### config.mk
export PLATFORM = sky130hd
export DESIGN_NAME = pirq_router
export DESIGN_NICKNAME = d
export VERILOG_FILES = /design/src/rtl/pirq_router_pkg.sv /design/src/rtl/pirq_cfg_regs.sv /design/src/rtl/pirq_route_decode.sv /design/src/rtl/pirq_irq_merge.sv /design/src/rtl/pirq_router.sv
export SDC_FILE = /design/constraint.sdc
export NUM_CORES = 1
export LEC_CHECK = 0
export ABC_AREA = 1
export BUFFER_PORTS_ARGS = -buffer_cell sky130_fd_sc_hd__buf_2
export CAP_MARGIN = 40
export CORE_MARGIN = 4
export CORE_UTILIZATION = 40
export DETAILED_ROUTE_END_ITERATION = 16
export GPL_ROUTABILITY_DRIVEN = 0
export PLACE_DENSITY_LB_ADDON = 0.2
export SLEW_MARGIN = 5
export SYNTH_ARGS = -nofsm -noshare
export SYNTH_HDL_FRONTEND = slang
export SYNTH_SLANG_ARGS = --single-unit
### constraint.sdc
create_clock -name clk_i -period 1.6 [get_ports clk_i]
set_input_delay 0.16 -clock clk_i [delete_from_list [all_inputs] [get_ports clk_i]]
set_output_delay 0.16 -clock clk_i [all_outputs]
set_load 0.02 [all_outputs]
### src/rtl/pirq_router_pkg.sv
package pirq_router_pkg;
  localparam int unsigned NUM_PIRQ   = 4;
  localparam int unsigned NUM_ISA    = 16;
  localparam int unsigned ADDR_W     = 8;
  localparam logic [7:0]  ROUTE_BASE = 8'h60;
  localparam logic [7:0]  ROUTE_RST  = 8'h80;

  typedef logic [7:0] route_byte_t;

  function automatic logic route_connects(route_byte_t b, int unsigned n_isa);
    return 32'(b) < n_isa;
  endfunction
endpackage

### src/rtl/pirq_cfg_regs.sv
module pirq_cfg_regs #(
  parameter int unsigned NUM_PIRQ = 4,
  parameter int unsigned ADDR_W   = 8,
  parameter logic [ADDR_W-1:0] BASE = 8'h60,
  parameter logic [7:0] RST_VAL = 8'h80,
  localparam int unsigned DATA_W = NUM_PIRQ * 8
) (
  input  logic              clk_i,
  input  logic              rst_ni,
  input  logic              wr_i,
  input  logic [ADDR_W-1:0] addr_i,
  input  logic [NUM_PIRQ-1:0] be_i,
  input  logic [DATA_W-1:0] wdata_i,
  output logic [DATA_W-1:0] rdata_o,
  output logic [DATA_W-1:0] route_o,
  output logic              chg_o
);
  logic hit;
  logic upd;

  // dword match, byte-offset bits ignored
  assign hit = (addr_i[ADDR_W-1:2] == BASE[ADDR_W-1:2]);
  assign upd = wr_i && hit && (|be_i);

  for (genvar k = 0; k < NUM_PIRQ; k++) begin : g_lane
    always_ff @(posedge clk_i or negedge rst_ni) begin
      if (!rst_ni) begin
        route_o[8*k +: 8] <= RST_VAL;
      end else if (wr_i && hit && be_i[k]) begin
        route_o[8*k +: 8] <= wdata_i[8*k +: 8];
      end
    end
  end

  always_ff @(posedge clk_i or negedge rst_ni) begin
    if (!rst_ni) chg_o <= 1'b0;
    else         chg_o <= upd;
  end

  assign rdata_o = hit ? route_o : '0;
endmodule

### src/rtl/pirq_route_decode.sv
module pirq_route_decode
  import pirq_router_pkg::*;
#(
  parameter int unsigned NUM_PIRQ = 4,
  parameter int unsigned NUM_ISA  = 16,
  localparam int unsigned IRQ_W = $clog2(NUM_ISA)
) (
  input  logic [NUM_PIRQ*8-1:0]     route_i,
  output logic [NUM_PIRQ-1:0]       en_o,
  output logic [NUM_PIRQ*IRQ_W-1:0] irq_o
);
  for (genvar k = 0; k < NUM_PIRQ; k++) begin : g_dec
    route_byte_t b;
    assign b = route_i[8*k +: 8];
    assign en_o[k] = route_connects(b, NUM_ISA);
    assign irq_o[IRQ_W*k +: IRQ_W] = en_o[k] ? b[IRQ_W-1:0] : '0;
  end
endmodule

### src/rtl/pirq_irq_merge.sv
module pirq_irq_merge #(
  parameter int unsigned NUM_PIRQ = 4,
  parameter int unsigned NUM_ISA  = 16,
  localparam int unsigned IRQ_W = $clog2(NUM_ISA)
) (
  input  logic [NUM_PIRQ-1:0]       pirq_i,
  input  logic [NUM_PIRQ-1:0]       en_i,
  input  logic [NUM_PIRQ*IRQ_W-1:0] irq_i,
  output logic [NUM_ISA-1:0]        isa_irq_o
);
  for (genvar j = 0; j < NUM_ISA; j++) begin : g_line
    logic [NUM_PIRQ-1:0] sel;
    always_comb begin
      for (int k = 0; k < NUM_PIRQ; k++) begin
        sel[k] = en_i[k] && (irq_i[IRQ_W*k +: IRQ_W] == IRQ_W'(j));
      end
    end
    // wired-OR of every source routed here
    assign isa_irq_o[j] = |(sel & pirq_i);
  end
endmodule

### src/rtl/pirq_router.sv
module pirq_router
  import pirq_router_pkg::*;
#(
  parameter int unsigned NUM_PIRQ = pirq_router_pkg::NUM_PIRQ,
  parameter int unsigned NUM_ISA  = pirq_router_pkg::NUM_ISA,
  parameter int unsigned ADDR_W   = pirq_router_pkg::ADDR_W,
  localparam int unsigned IRQ_W  = $clog2(NUM_ISA),
  localparam int unsigned DATA_W = NUM_PIRQ * 8
) (
  input  logic                      clk_i,
  input  logic                      rst_ni,
  input  logic                      cfg_wr_i,
  input  logic [ADDR_W-1:0]         cfg_addr_i,
  input  logic [NUM_PIRQ-1:0]       cfg_be_i,
  input  logic [DATA_W-1:0]         cfg_wdata_i,
  output logic [DATA_W-1:0]         cfg_rdata_o,
  input  logic [NUM_PIRQ-1:0]       pirq_i,
  output logic [NUM_ISA-1:0]        isa_irq_o,
  output logic [NUM_PIRQ-1:0]       route_en_o,
  output logic [NUM_PIRQ*IRQ_W-1:0] route_irq_o,
  output logic                      route_chg_o
);
  logic [DATA_W-1:0] route_q;

  pirq_cfg_regs #(
    .NUM_PIRQ(NUM_PIRQ), .ADDR_W(ADDR_W),
    .BASE(ADDR_W'(ROUTE_BASE)), .RST_VAL(ROUTE_RST)
  ) u_regs (
    .clk_i(clk_i), .rst_ni(rst_ni), .wr_i(cfg_wr_i), .addr_i(cfg_addr_i),
    .be_i(cfg_be_i), .wdata_i(cfg_wdata_i), .rdata_o(cfg_rdata_o),
    .route_o(route_q), .chg_o(route_chg_o)
  );

  pirq_route_decode #(.NUM_PIRQ(NUM_PIRQ), .NUM_ISA(NUM_ISA)) u_dec (
    .route_i(route_q), .en_o(route_en_o), .irq_o(route_irq_o)
  );

  pirq_irq_merge #(.NUM_PIRQ(NUM_PIRQ), .NUM_ISA(NUM_ISA)) u_merge (
    .pirq_i(pirq_i), .en_i(route_en_o), .irq_i(route_irq_o),
    .isa_irq_o(isa_irq_o)
  );
endmodule

# After elaboration in Yosys (flattened, before gate mapping)
# Cells that the tools add are included.
[classes]
n_shift = 0
magnitude_cmp = 4
multipliers = 0
bitwise_logic = 16
n_mux = 5
addsub = 0
reduce_logical = 91
div = 0
eq_ne = 61
[op_table]
columns = ["op", "n"]
rows = [
  ["== test 4 bit (second input constant)", 32],
  ["logical AND 1 bit", 70],
  ["OR reduction 4 bit", 17],
  ["AND 4 bit", 16],
  ["== test 4 x 3 -> 1 bit (second input constant)", 16],
  ["== test 4 x 2 -> 1 bit (second input constant)", 8],
  ["less-than comparator 8 x 5 -> 1 bit (second input constant)", 4],
  ["two-way mux 32 bit", 1],
  ["== test 4 x 1 -> 1 bit (second input constant)", 4],
  ["zero test 4 bit", 4],
  ["two-way mux 4 bit", 4],
  ["== test 6 x 5 -> 1 bit (second input constant)", 1],
]
[totals]
romBits = 0
elab_cells = 182
reg_bits = 33
latchBits = 0
ram_bits = 0
memories = 0
inputBits = 51

# Depth between registers and ports, before layout
[depth]
ltp_word = 6
mapped_depth = 8

# Modules after synthesis
# From an unflattened synthesis, not the netlist that was laid out.
[unflattened]
cells_unflattened = 487
hier_area_um2 = 2756.4
[by_module_without_submodules]
columns = ["module", "seq_area_each_um2", "n_inst", "cells_each", "area_each_um2"]
rows = [
  ["pirq_cfg_regs", 830.8, 1, 221, 1654.1],
  ["pirq_irq_merge", 0.0, 1, 218, 922.1],
  ["pirq_route_decode", 0.0, 1, 48, 180.2],
]

# Worst setup path after synthesis
# No wires, ideal clock.
[synth_path]
path_kind = "reg-to-output"
from = "register u_regs.route_o[28]"
to = "output isa_irq_o[11]"
n_path_buf = 0
arrival_ns = 1.506
stages_incl_launch_ff = 8
setup_slack_ns = -0.066
cell_sequence = "dfrtp_1 nor2_2 nand2_1 nor2_1 nand2_1 nor2_1 nor2_1 nand3_1"
[synth_between]
elab_chain_len = 6
[synth_rtl]
columns = ["item", "line", "source"]
rows = [
  ["from (decl)", "pirq_cfg_regs.sv:15", "output logic [DATA_W-1:0] route_o,"],
  ["from (signal, indexed assignment)", "pirq_cfg_regs.sv:30", "route_o[8*k +: 8] <= wdata_i[8*k +: 8];"],
  ["less-than comparator 8 x 5 -> 1 bit", "pirq_router_pkg.sv:11", "return 32'(b) < n_isa;"],
  ["two-way mux 4 bit", "pirq_route_decode.sv:16", "assign irq_o[IRQ_W*k +: IRQ_W] = en_o[k] ? b[IRQ_W-1:0] : '0;"],
  ["via route_irq_o[12]", "pirq_router.sv:20", "output logic [NUM_PIRQ*IRQ_W-1:0] route_irq_o,"],
  ["== test 4 bit", "pirq_irq_merge.sv:15", "sel[k] = en_i[k] && (irq_i[IRQ_W*k +: IRQ_W] == IRQ_W'(j));"],
  ["logical AND 1 bit", "pirq_irq_merge.sv:15", ""],
  ["AND 4 bit", "pirq_irq_merge.sv:19", "assign isa_irq_o[j] = |(sel & pirq_i);"],
  ["OR reduction 4 bit", "pirq_irq_merge.sv:19", ""],
  ["to (decl)", "pirq_router.sv:18", "output logic [NUM_ISA-1:0] isa_irq_o,"],
]
# The timed path passes the listed nets, and every way through them passes these cells.

# Final worst setup path
[layout_path]
from = "register u_regs.route_o[31]"
to = "output isa_irq_o[14]"
[layout_between]
elab_chain_len = 6
[layout_rtl]
columns = ["item", "line"]
rows = [
  ["less-than comparator 8 x 5 -> 1 bit (*)", "pirq_router_pkg.sv:11"],
  ["two-way mux 4 bit", "pirq_route_decode.sv:16"],
  ["== test 4 bit", "pirq_irq_merge.sv:15"],
  ["logical AND 1 bit (*)", "pirq_irq_merge.sv:15"],
  ["AND 4 bit (*)", "pirq_irq_merge.sv:19"],
  ["OR reduction 4 bit (*)", "pirq_irq_merge.sv:19"],
]
# Every way passes the cells marked *; elsewhere a longest branch is shown, timed or not.

==> results.cfg <==
[outcome]
status = finished, violations left
violations = setup timing

[cells_and_area]
antenna_cells = 0
fin_area_mm2 = 0.00402
nets = 651
syn_to_final_growth_pct = 51.8
fill_cells = 618
drive_above_1_share_pct = 39.1
final_util_pct = 62.9

[sta]
holdWs_ps = 96.5
hold_viol = 0
rsz0062_at_grt = yes
timing.fmax_ghz = 0.545
setup_ws_ps = -235
setup_total_negative_slack_ps = -3060
skew_ps = 0
slew_headroom_pct = 49.6
drv_slew = 0
finalCriticalPeriod_ps = 1840
finalCritPeriodShare_pct = 115
setup_viol = 17
worstMarginPinSlew_ps = 756

[floorplan]
io_pins = 120
core_area_mm2 = 0.00639
chipWidth_um = 89.4
die_h_um = 89.4
start_util_pct = 41.5
dieArea_mm2 = 0.00798
fp-row-count = 29

[yosys]
synth_compound_area_share_pct = 2.08
yosysUniqueCellTypes = 19
synth-xor-area-share_pct = 0
syn_area_mm2 = 0.00265
synth_fa_ha_area_share_pct = 0
synth_simple_gate_area_share_pct = 54.1
synthMuxAreaShare_pct = 0
synthCells = 447
synth_top_family_by_area = simple AND/OR/NAND/NOR gates
syn_nets = 498
yosys_warnings = 0
yosysTopAreaCell = dfrtp_1
yosysTopAreaCellShare_pct = 27.4
synth.yosys.seq_area_share_pct = 31.4
synth_seq_cells = 33
synth.area.top_cells = dfrtp_1, nand3_1, nand2_1
synth.avg_cell_area_um2 = 5.92

[detailed_routing]
first_iter_violations = 189
postRouteAntennaNets = 0
avgRoutedWirePerCell_um = 13.0
dr.pass1.iters = 5
avgViaCountPerCell = 4.96
drc = 0
vias = 3363
drt_wl_total_mm = 8.78

[global_route]
grt_pass1_vias = 3115
antenna_found_initial = 0
gr-usage-all-layers_pct = 22.6
grt_pass1_wl_mm = 14.4
overflow = 0
grt_max_degree = 34

[worst_setup_path]
path_class = flip-flop to output pin
crit_chain = nor2_4 > buf_6 > buf_4 > nand4_1 > nor2_1 > nor2_1 > nand3_1 > buf_6
cp.arrival_ps = 1680
crit_path_max_fanout = 6
cp_num_buf_inv = 3
crit_required_ps = 1440
worst_setup_path_end_kind = output pin
start_kind = flip-flop
cp_slowest_cell = dfstp_2
critPathTopFamily = flip-flops
r2r_slack_ps = 740
cp_slowest_stage_delay_ps = 550

[clocking]
clk_pin_slew_ps = 70
clock_sinks = 33
cts_tree = built
cts_max_path_buffers = 2
cts_root_buf = clkbuf_8
htree_levels = 2
numCtsBuffers = 5
worstSkewPairLatency_ps = 270

[run]
maxCapViolCount = 0

[pwr]
power.leakage_nw = 2.22
vdd_drop_max_mv = 0.405
total_power_mw = 2.67
p_per_area_mw_per_mm2 = 664

[placed_design]
dpl.hpwl_mm = 6.86
place_area_mm2 = 0.00348
io_buffer_count = 117

[worst_hold_path]
hold_class = input port to flip-flop
==> cell type report <==
type / instances / area (um^2) / area share (%)
Inverter: 68 / 256 / 6.38
Multi-Input combinational cell: 332 / 1720 / 42.8
Tap cell: 77 / 96.3 / 2.40
Sequential cell: 33 / 831 / 20.7
Clock buffer: 6 / 72.6 / 1.81
Timing Repair Buffer: 160 / 1030 / 25.7
Clock inverter: 2 / 10.0 / 0.249
==> report_power, final <==
group	leakage (nW)	total [mW]	internal, mW	switching [mW]
registers	0.437	1.01	0.906	0.0999
logic	1.74	1.05	0.432	0.622
clock network	0.0450	0.608	0.302	0.307
==> stage by stage <==
| step | std cells | setup slack (ps) |
|---|---|---|
| 2_1_floorplan | 447 | 25.4 |
| 3_3_place_gp | 657 | 9.89 |
| 3_5_place_dp | 657 | -42.1 |
| 4_1_cts | 673 | -194 |
| 5_1_grt | 678 | -335 |
| 6_report | 678 | -235 |
==> cell usage after synthesis <==
cell	count
nand4_1	8
clkbuf_1	11
nand2_1	112
buf_6	3
nor4_1	1
o21ai_0	1
nor2_2	12
dfstp_2	4
o211ai_1	6
nor3_1	3
nand2_2	5
nor2_8	1
o21ai_1	1
nand4_4	1
nand3_1	90
clkinv_1	1
nor2_1	91
inv_1	67
dfrtp_1	29
==> registers in the layout, summed over array words and instances (netlist names) <==
register,flops
u_regs.route_o,32
u_regs.chg_o,1
==> timing repair <==
item,in CTS,in global routing
pin swaps,23,20
hold buffers,1,0
resized for setup,61,42
setup endpoints to repair,18,22
setup buffers,7,6
hold endpoints to repair,29,0
gates cloned,0,0
==> cell usage in the layout, fill, tap and decap left out, drive strengths merged <==
cell         netlist  final
clkbuf            11      6
nor4               1      1
o21ai              2      2
clkinv             1      3
buf                3    159
dlygate4sd3        0      1
dfstp              4      4
inv               67     67
o211ai             6      6
nand3             90     90
nor2             104    104
dfrtp             29     29
nor3               3      3
nand2            117    117
nand4              9      9
==> logic make-up after synthesis <==
| logic type | after synthesis |
|---|---|
| AOI/OAI and AO/OA | 8 |
| buffers and inverters | 82 |
| DFF | 33 |
| and+or+nand+nor | 324 |
==> worst reg2reg max path, cell delays in order (launching register included) <==
cell and delay, ps:
dfrtp_1 400, buf_4 140, buf_4 120, nand2_1 50, nand2_1 40
==> path summary, 6_finish.rpt <==
check | from | end | depth (start not counted)
min in group asynchronous | rst_ni | u_regs.route_o[13] | 2
max | u_regs.route_o[31] | isa_irq_o[14] | 8
max in group asynchronous | rst_ni | u_regs.route_o[22] | 2
min reg2reg | u_regs.route_o[1] | u_regs.route_o[1] | 2
min | cfg_wdata_i[7] | u_regs.route_o[7] | 3
max reg2reg | u_regs.route_o[13] | u_regs.route_o[13] | 4
==> per-layer routing <==
layer / part of all wire (%) / GRT usage, %
met1: 45 / 32.1
met4: 0.87 / 3.79
met2: 47 / 36.5
met5: 0 / 0
met3: 7.0 / 3.78
Note: power is estimated with default switching activity, not from simulation.
